**config.mk**
```make
export PLATFORM = sky130hd
export DESIGN_NAME = rqak_port
export DESIGN_NICKNAME = d
export VERILOG_FILES = /design/src/rtl/rqak_pkg.sv /design/src/rtl/rqak_ctrl.sv /design/src/rtl/rqak_datapath.sv /design/src/rtl/rqak_port.sv
export SDC_FILE = /design/constraint.sdc
export NUM_CORES = 1
export LEC_CHECK = 0
export BUFFER_PORTS_ARGS = -buffer_cell sky130_fd_sc_hd__buf_2
export CORE_AREA = 2 2 58 60
export CTS_CLUSTER_DIAMETER = 100
export CTS_CLUSTER_SIZE = 24
export DETAILED_ROUTE_END_ITERATION = 12
export DIE_AREA = 0 0 60 62
export SLEW_MARGIN = 20
export SYNTH_ARGS = -nofsm -noshare
export SYNTH_HDL_FRONTEND = slang
export SYNTH_SLANG_ARGS = --single-unit
```
**constraint.sdc**
```tcl
create_clock -name clk -period 1.58 [get_ports clk]
set_input_delay 0.237 -clock clk [delete_from_list [all_inputs] [get_ports clk]]
set_output_delay 0.237 -clock clk [all_outputs]
set_load 0.02 [all_outputs]
```
**src/rtl/rqak_pkg.sv**
```systemverilog
package rqak_pkg;
  typedef enum logic [1:0] {
    ST_IDLE  = 2'd0,
    ST_RXWIN = 2'd1,
    ST_TXACK = 2'd2,
    ST_TXDRV = 2'd3
  } rqakState_e;

  typedef struct packed {
    logic capture;
    logic load;
    logic driveOn;
    logic driveOff;
  } rqakStrobe_t;
endpackage

```
**src/rtl/rqak_ctrl.sv**
```systemverilog
module rqak_ctrl
  import rqak_pkg::*;
#(
  parameter int SYNC_STAGES = 2,
  parameter int SAMPLE_DLY  = 2,
  parameter int HOLD_CYC    = 2
) (
  input  logic        clk,
  input  logic        rstN,
  input  logic        reqNAsync,
  input  logic        txMode,
  input  logic        rxReady,
  input  logic        txValid,
  output logic        ackN,
  output logic        txReady,
  output logic        dirTx,
  output rqakStrobe_t strobe
);
  localparam int MAX_DLY = (SAMPLE_DLY > HOLD_CYC) ? SAMPLE_DLY : HOLD_CYC;
  localparam int CNT_W   = $clog2(MAX_DLY + 1);
  localparam logic [CNT_W-1:0] SAMPLE_LAST = CNT_W'(SAMPLE_DLY - 1);
  localparam logic [CNT_W-1:0] HOLD_LAST   = CNT_W'(HOLD_CYC - 1);

  logic [SYNC_STAGES-1:0] syncChain;
  logic reqSync;
  logic armed;
  logic canStart, startRx, startTx;
  logic [CNT_W-1:0] cnt;
  rqakState_e state;

  generate
    if (SYNC_STAGES == 1) begin : g_sync1
      always_ff @(posedge clk or negedge rstN)
        if (!rstN) syncChain <= '1;
        else       syncChain <= reqNAsync;
    end else begin : g_syncN
      always_ff @(posedge clk or negedge rstN)
        if (!rstN) syncChain <= '1;
        else       syncChain <= {syncChain[SYNC_STAGES-2:0], reqNAsync};
    end
  endgenerate
  assign reqSync = syncChain[SYNC_STAGES-1];

  assign canStart = (state == ST_IDLE) && !reqSync && armed;
  assign startRx  = canStart && !dirTx && rxReady;
  assign startTx  = canStart && dirTx && txValid;
  assign txReady  = startTx;

  always_comb begin
    strobe          = '0;
    strobe.load     = startTx;
    strobe.capture  = (state == ST_RXWIN) && (cnt == SAMPLE_LAST);
    strobe.driveOn  = (state == ST_TXACK);
    strobe.driveOff = (state == ST_TXDRV) && (cnt == HOLD_LAST);
  end

  always_ff @(posedge clk or negedge rstN) begin
    if (!rstN) begin
      state <= ST_IDLE;
      ackN  <= 1'b1;
      armed <= 1'b1;
      dirTx <= 1'b0;
      cnt   <= '0;
    end else begin
      if (reqSync) armed <= 1'b1;
      else if (startRx || startTx) armed <= 1'b0;
      unique case (state)
        ST_IDLE: begin
          cnt <= '0;
          if (startRx) begin
            state <= ST_RXWIN;
            ackN  <= 1'b0;
          end else if (startTx) begin
            state <= ST_TXACK;
            ackN  <= 1'b0;
          end else begin
            dirTx <= txMode;
          end
        end
        ST_RXWIN: begin
          if (cnt == SAMPLE_LAST) begin
            state <= ST_IDLE;
            ackN  <= 1'b1;
          end else begin
            cnt <= cnt + 1'b1;
          end
        end
        ST_TXACK: begin
          state <= ST_TXDRV;
          cnt   <= '0;
        end
        ST_TXDRV: begin
          if (cnt == HOLD_LAST) begin
            state <= ST_IDLE;
            ackN  <= 1'b1;
          end else begin
            cnt <= cnt + 1'b1;
          end
        end
        default: state <= ST_IDLE;
      endcase
    end
  end

  p_idle_ack_high_r1: assert property (@(posedge clk) disable iff (!rstN)
    (state == ST_IDLE) |-> ackN);
  p_rx_needs_ready_r6: assert property (@(posedge clk) disable iff (!rstN)
    ($fell(ackN) && !dirTx) |-> $past(rxReady));
  p_tx_needs_valid_r7: assert property (@(posedge clk) disable iff (!rstN)
    ($fell(ackN) && dirTx) |-> $past(txValid));
  p_dir_frozen_r11: assert property (@(posedge clk) disable iff (!rstN)
    !ackN |-> $stable(dirTx));
  p_one_start_per_req_r5: assert property (@(posedge clk) disable iff (!rstN)
    $fell(ackN) |-> !armed);
endmodule

```
**src/rtl/rqak_datapath.sv**
```systemverilog
module rqak_datapath
  import rqak_pkg::*;
#(
  parameter int DATA_W = 8
) (
  input  logic              clk,
  input  logic              rstN,
  input  rqakStrobe_t       strobe,
  input  logic [DATA_W-1:0] pinIn,
  input  logic [DATA_W-1:0] txByte,
  output logic [DATA_W-1:0] pinOut,
  output logic              pinOe,
  output logic [DATA_W-1:0] rxByte,
  output logic              rxStrobe
);
  logic [DATA_W-1:0] txHold;

  always_ff @(posedge clk or negedge rstN) begin
    if (!rstN) begin
      txHold   <= '0;
      rxByte   <= '0;
      rxStrobe <= 1'b0;
      pinOe    <= 1'b0;
    end else begin
      rxStrobe <= strobe.capture;
      if (strobe.capture) rxByte <= pinIn;
      if (strobe.load)    txHold <= txByte;
      if (strobe.driveOn)       pinOe <= 1'b1;
      else if (strobe.driveOff) pinOe <= 1'b0;
    end
  end
  assign pinOut = txHold;

  p_rx_pulse_r3: assert property (@(posedge clk) disable iff (!rstN)
    rxStrobe |=> !rxStrobe);
  p_oe_not_on_capture_r10: assert property (@(posedge clk) disable iff (!rstN)
    strobe.capture |-> !pinOe);
endmodule

```
**src/rtl/rqak_port.sv**
```systemverilog
module rqak_port
  import rqak_pkg::*;
#(
  parameter int DATA_W      = 8,
  parameter int SYNC_STAGES = 2,
  parameter int SAMPLE_DLY  = 2,
  parameter int HOLD_CYC    = 2
) (
  input  logic              clk,
  input  logic              rstN,
  input  logic              txMode,
  input  logic              reqN,
  output logic              ackN,
  input  logic [DATA_W-1:0] pinDataIn,
  output logic [DATA_W-1:0] pinDataOut,
  output logic              pinDataOe,
  output logic [DATA_W-1:0] rxData,
  output logic              rxValid,
  input  logic              rxReady,
  input  logic [DATA_W-1:0] txData,
  input  logic              txValid,
  output logic              txReady
);
  rqakStrobe_t strobe;
  logic dirTx;

  rqak_ctrl #(
    .SYNC_STAGES(SYNC_STAGES),
    .SAMPLE_DLY (SAMPLE_DLY),
    .HOLD_CYC   (HOLD_CYC)
  ) u_ctrl (
    .clk      (clk),
    .rstN     (rstN),
    .reqNAsync(reqN),
    .txMode   (txMode),
    .rxReady  (rxReady),
    .txValid  (txValid),
    .ackN     (ackN),
    .txReady  (txReady),
    .dirTx    (dirTx),
    .strobe   (strobe)
  );

  rqak_datapath #(.DATA_W(DATA_W)) u_dp (
    .clk     (clk),
    .rstN    (rstN),
    .strobe  (strobe),
    .pinIn   (pinDataIn),
    .txByte  (txData),
    .pinOut  (pinDataOut),
    .pinOe   (pinDataOe),
    .rxByte  (rxData),
    .rxStrobe(rxValid)
  );

  p_oe_with_ack_r10: assert property (@(posedge clk) disable iff (!rstN)
    pinDataOe |-> (!ackN && dirTx));
  p_release_together_r9: assert property (@(posedge clk) disable iff (!rstN)
    $fell(pinDataOe) |-> $rose(ackN));
  p_sample_ends_ack_r3: assert property (@(posedge clk) disable iff (!rstN)
    $rose(rxValid) |-> $rose(ackN));
  p_oe_after_ack_r8: assert property (@(posedge clk) disable iff (!rstN)
    $rose(pinDataOe) |-> $past(!ackN));
endmodule

```
==> impl_metrics.toml <==
[sta]
fin_crit_sh_pct = 101
grt_setup_unrepaired = "true"
final-hold-violation-count = 0
timing.slew.headroom_pct = 61.7
skew_ns = 0.00425
period_minus_slack_ns = 1.60
drv_slew = 0
setup_viol = 1
fmax_mhz = 627
worst_pin_slew_ns = 0.574
fin_ws_ns = -0.0153

[power]
p_leak_nw = 0.717
ir_drop_v = 0.000817
p_per_area_nw_per_um2 = 1920

[clock_network]
h-tree-depth = 1
cts_tree = "yes"
numCtsBuffers = 3
clk_latency_ns = 0.32
cts_sinks = 27
clockRootBuffer = "clkbuf_4"
clock_path_buffers = 2
cts.reportedPaths.clkPinSlew_ns = 0.14

[drt]
dr.pass1.iters = 3
wl_um = 1940
wl_per_cell_um = 11.3
vias_per_cell = 4.37
vias = 748
drc = 0
final_antenna_net_count = 0
drtIter0Drc = 14

[floorplan]
initial_core_util_pct = 35.7
die-area_um2 = 3720
rows = 21
dieWidth_um = 60
io_pins = 42
core-area_um2 = 3180
die_h_um = 62

[global_routing]
grt_pass1_vias = 714
grt_use_total_pct = 10.8
grt_antenna_before_repair = 0
grt_overflow_total = 0
grt_max_degree = 28
grt_pass1_wl_um = 3000

[worst_setup_path]
cpMaxStageDelayCell = "dfstp_2"
crit_type = "reg2out"
arrival_ns = 1.36
critPathCaptureType = "output pin"
cp-start-kind = "register"
crit_chain = "and3b_1 > and3_4 > buf_6"
critPathMaxStageDelay_ns = 0.55
worstPathMaxFanout = 2
crit_required_ns = 1.34

[finish]
finalCoreUtilization_pct = 45.9
nNetsFinal = 149
drive_gt1_share_pct = 62.4
regArea_um2 = 681
fillers = 316
design_area_um2 = 1460
areaGrowthSynthToFinish_pct = 28.7
multi_input_area_um2 = 403
antennaDiodeCount = 0

[run_status]
status = "complete, but fails checks"
violations = "setup timing"

[synthesis]
syn_inst = 75
avgSynthCellArea_um2 = 15.1
ys_seq_elements = 27
synthesis.area_um2 = 1130
ys_seq_area_share_pct = 60.0
ys_types = 27
yosysWarningCount = 0
syn_nets = 98

[placed_design]
port-buffer-count = 41
post_dp_cell_area_um2 = 1370
dp_hpwl_um = 1450
gp_congestion = 0.742

[min_path]
hold_path.class = "in2reg"

[job]
cap_violations = 0
==> per-layer routing <==
| metal | global-route usage, % | share of wire [%] |
|---|---|---|
| met4 | 3.81 | 0 |
| met5 | 0 | 0 |
| met1 | 14.3 | 45 |
| met3 | 2.48 | 6.0 |
| met2 | 17.4 | 49 |
==> timing repair <==
item | 4_1_cts | 5_1_grt
endpoints found under the setup margin | 1 | 9
hold buffers | 2 | 0
pin swaps | 0 | 0
buffers inserted | 4 | 0
hold endpoints to repair | 24 | 0
resized for setup | 2 | 0
==> sequential cells by signal, indices dropped and copies added, names as in the netlist, 2 cells and up <==
name and count:
u_dp.pinOut 8, u_dp.rxByte 8, u_ctrl.cnt 2, u_ctrl.state 2, u_ctrl.syncChain 2
==> cell type report <==
cell class / count / area share (%)
clock buffers: 3 / 1.54
multi-input cells: 42 / 27.6
clock inverters: 1 / 0.515
flip-flops and latches: 27 / 46.7
repair buffers: 49 / 19.0
inverters: 3 / 0.772
well taps: 46 / 3.95
==> path summary, 6_finish.rpt <==
| kind | depth (start not counted) | start | slack (ns) | end |
|---|---|---|---|---|
| min reg2reg | 0 | u_ctrl.syncChain[0]$_DFF_PN1_ | 0.37 | u_ctrl.syncChain[1]$_DFF_PN1_ |
| min in group asynchronous | 2 | rstN | 0.43 | u_dp.pinOut[0]$_DFFE_PN0P_ |
| min | 2 | pinDataIn[7] | 0.14 | u_dp.rxByte[7]$_DFFE_PN0P_ |
| max in group asynchronous | 2 | rstN | 0.78 | u_ctrl.armed$_DFFE_PN1P_ |
| max reg2reg | 4 | u_ctrl.armed$_DFFE_PN1P_ | 0.03 | u_dp.pinOut[6]$_DFFE_PN0P_ |
| max | 3 | u_ctrl.syncChain[1]$_DFF_PN1_ | -0.02 | txReady |
==> cells in the mapped netlist <==
library cell	count	area [um2]
and2_1	2	12.5
and2b_2	1	8.76
buf_12	1	20.0
a22oi_1	1	7.51
and3_4	1	11.3
nand3_2	1	10.0
a21o_2	1	8.76
xnor2_1	1	8.76
mux2_2	9	101
o21ai_0	2	10.0
mux2_4	8	120
a21boi_0	1	7.51
a31oi_1	1	6.26
buf_2	1	5.00
dfstp_2	4	105
o31a_2	1	10.0
a21oi_1	2	10.0
ha_1	1	12.5
o22a_1	1	8.76
nor2_4	1	11.3
nand3b_1	1	7.51
and3b_1	1	8.76
clkbuf_8	1	13.8
dfrtp_1	23	576
nand2_1	4	15.0
inv_1	3	11.3
or2_1	1	6.26
==> power by group <==
| part | internal, mW | switching [mW] |
|---|---|---|
| Clock | 0.0965 | 0.197 |
| Sequential | 1.01 | 0.185 |
| Combinational | 0.643 | 0.664 |
| Total | 1.75 | 1.05 |
==> through the flow <==
stage / instances / total power [mW] / worst slack [ns] / hold WS, ns / setup TNS, ns
2_1_floorplan: 75 / 2.13 / 0.162 / -0.0586 / 0
3_3_place_gp: 161 / 2.47 / 0.157 / 0.267 / 0
3_5_place_dp: 161 / 2.52 / 0.125 / 0.273 / 0
4_1_cts: 171 / 2.85 / -0.0344 / 0.117 / -0.0344
5_1_grt: 171 / 3.03 / -0.0875 / 0.109 / -0.135
6_report: 171 / 2.80 / -0.0153 / 0.137 / -0.0153
==> layout by cell type (no fill, tap or decap) <==
cell type      synthesis  layout
buf_2                  1      40
dfrtp_1               23      23
mux2_2                 9       9
mux2_4                 8       8
buf_4                  0       6
nand2_1                4       4
dfstp_2                4       4
inv_1                  3       3
clkbuf_4               0       3
and2_1                 2       2
o21ai_0                2       2
a21oi_1                2       2
dlygate4sd3_1          0       2
nor2_4                 1       1
and3b_1                1       1
and3_4                 1       1
nand3_2                1       1
xnor2_1                1       1
a21o_2                 1       1
or2_1                  1       1
o31a_2                 1       1
and2b_2                1       1
a21boi_0               1       1
o22a_1                 1       1
a31oi_1                1       1
nand3b_1               1       1
a22oi_1                1       1
ha_1                   1       1
clkinvlp_4             0       1
buf_6                  0       1
==> worst max-delay path: cells and delay by family (launching register included) <==
kind / cells / cell delay (ns)
AND/OR/NAND/NOR: 2 / 0.37
flip-flops: 1 / 0.55
buffers and inverters: 1 / 0.12
==> cells by family (layout without fill, tap and decap cells) <==
family	count (synthesis)	count (layout)	share of synthesized area [%]
fa+ha+maj	1	1	1.10
simple gates	13	13	8.06
buf+inv	6	56	4.41
flops	27	27	60.0
compound gates	10	10	6.07
xor+xnor	1	1	0.773
mux	17	17	19.5
No activity file was read; power rests on OpenSTA's default activity.
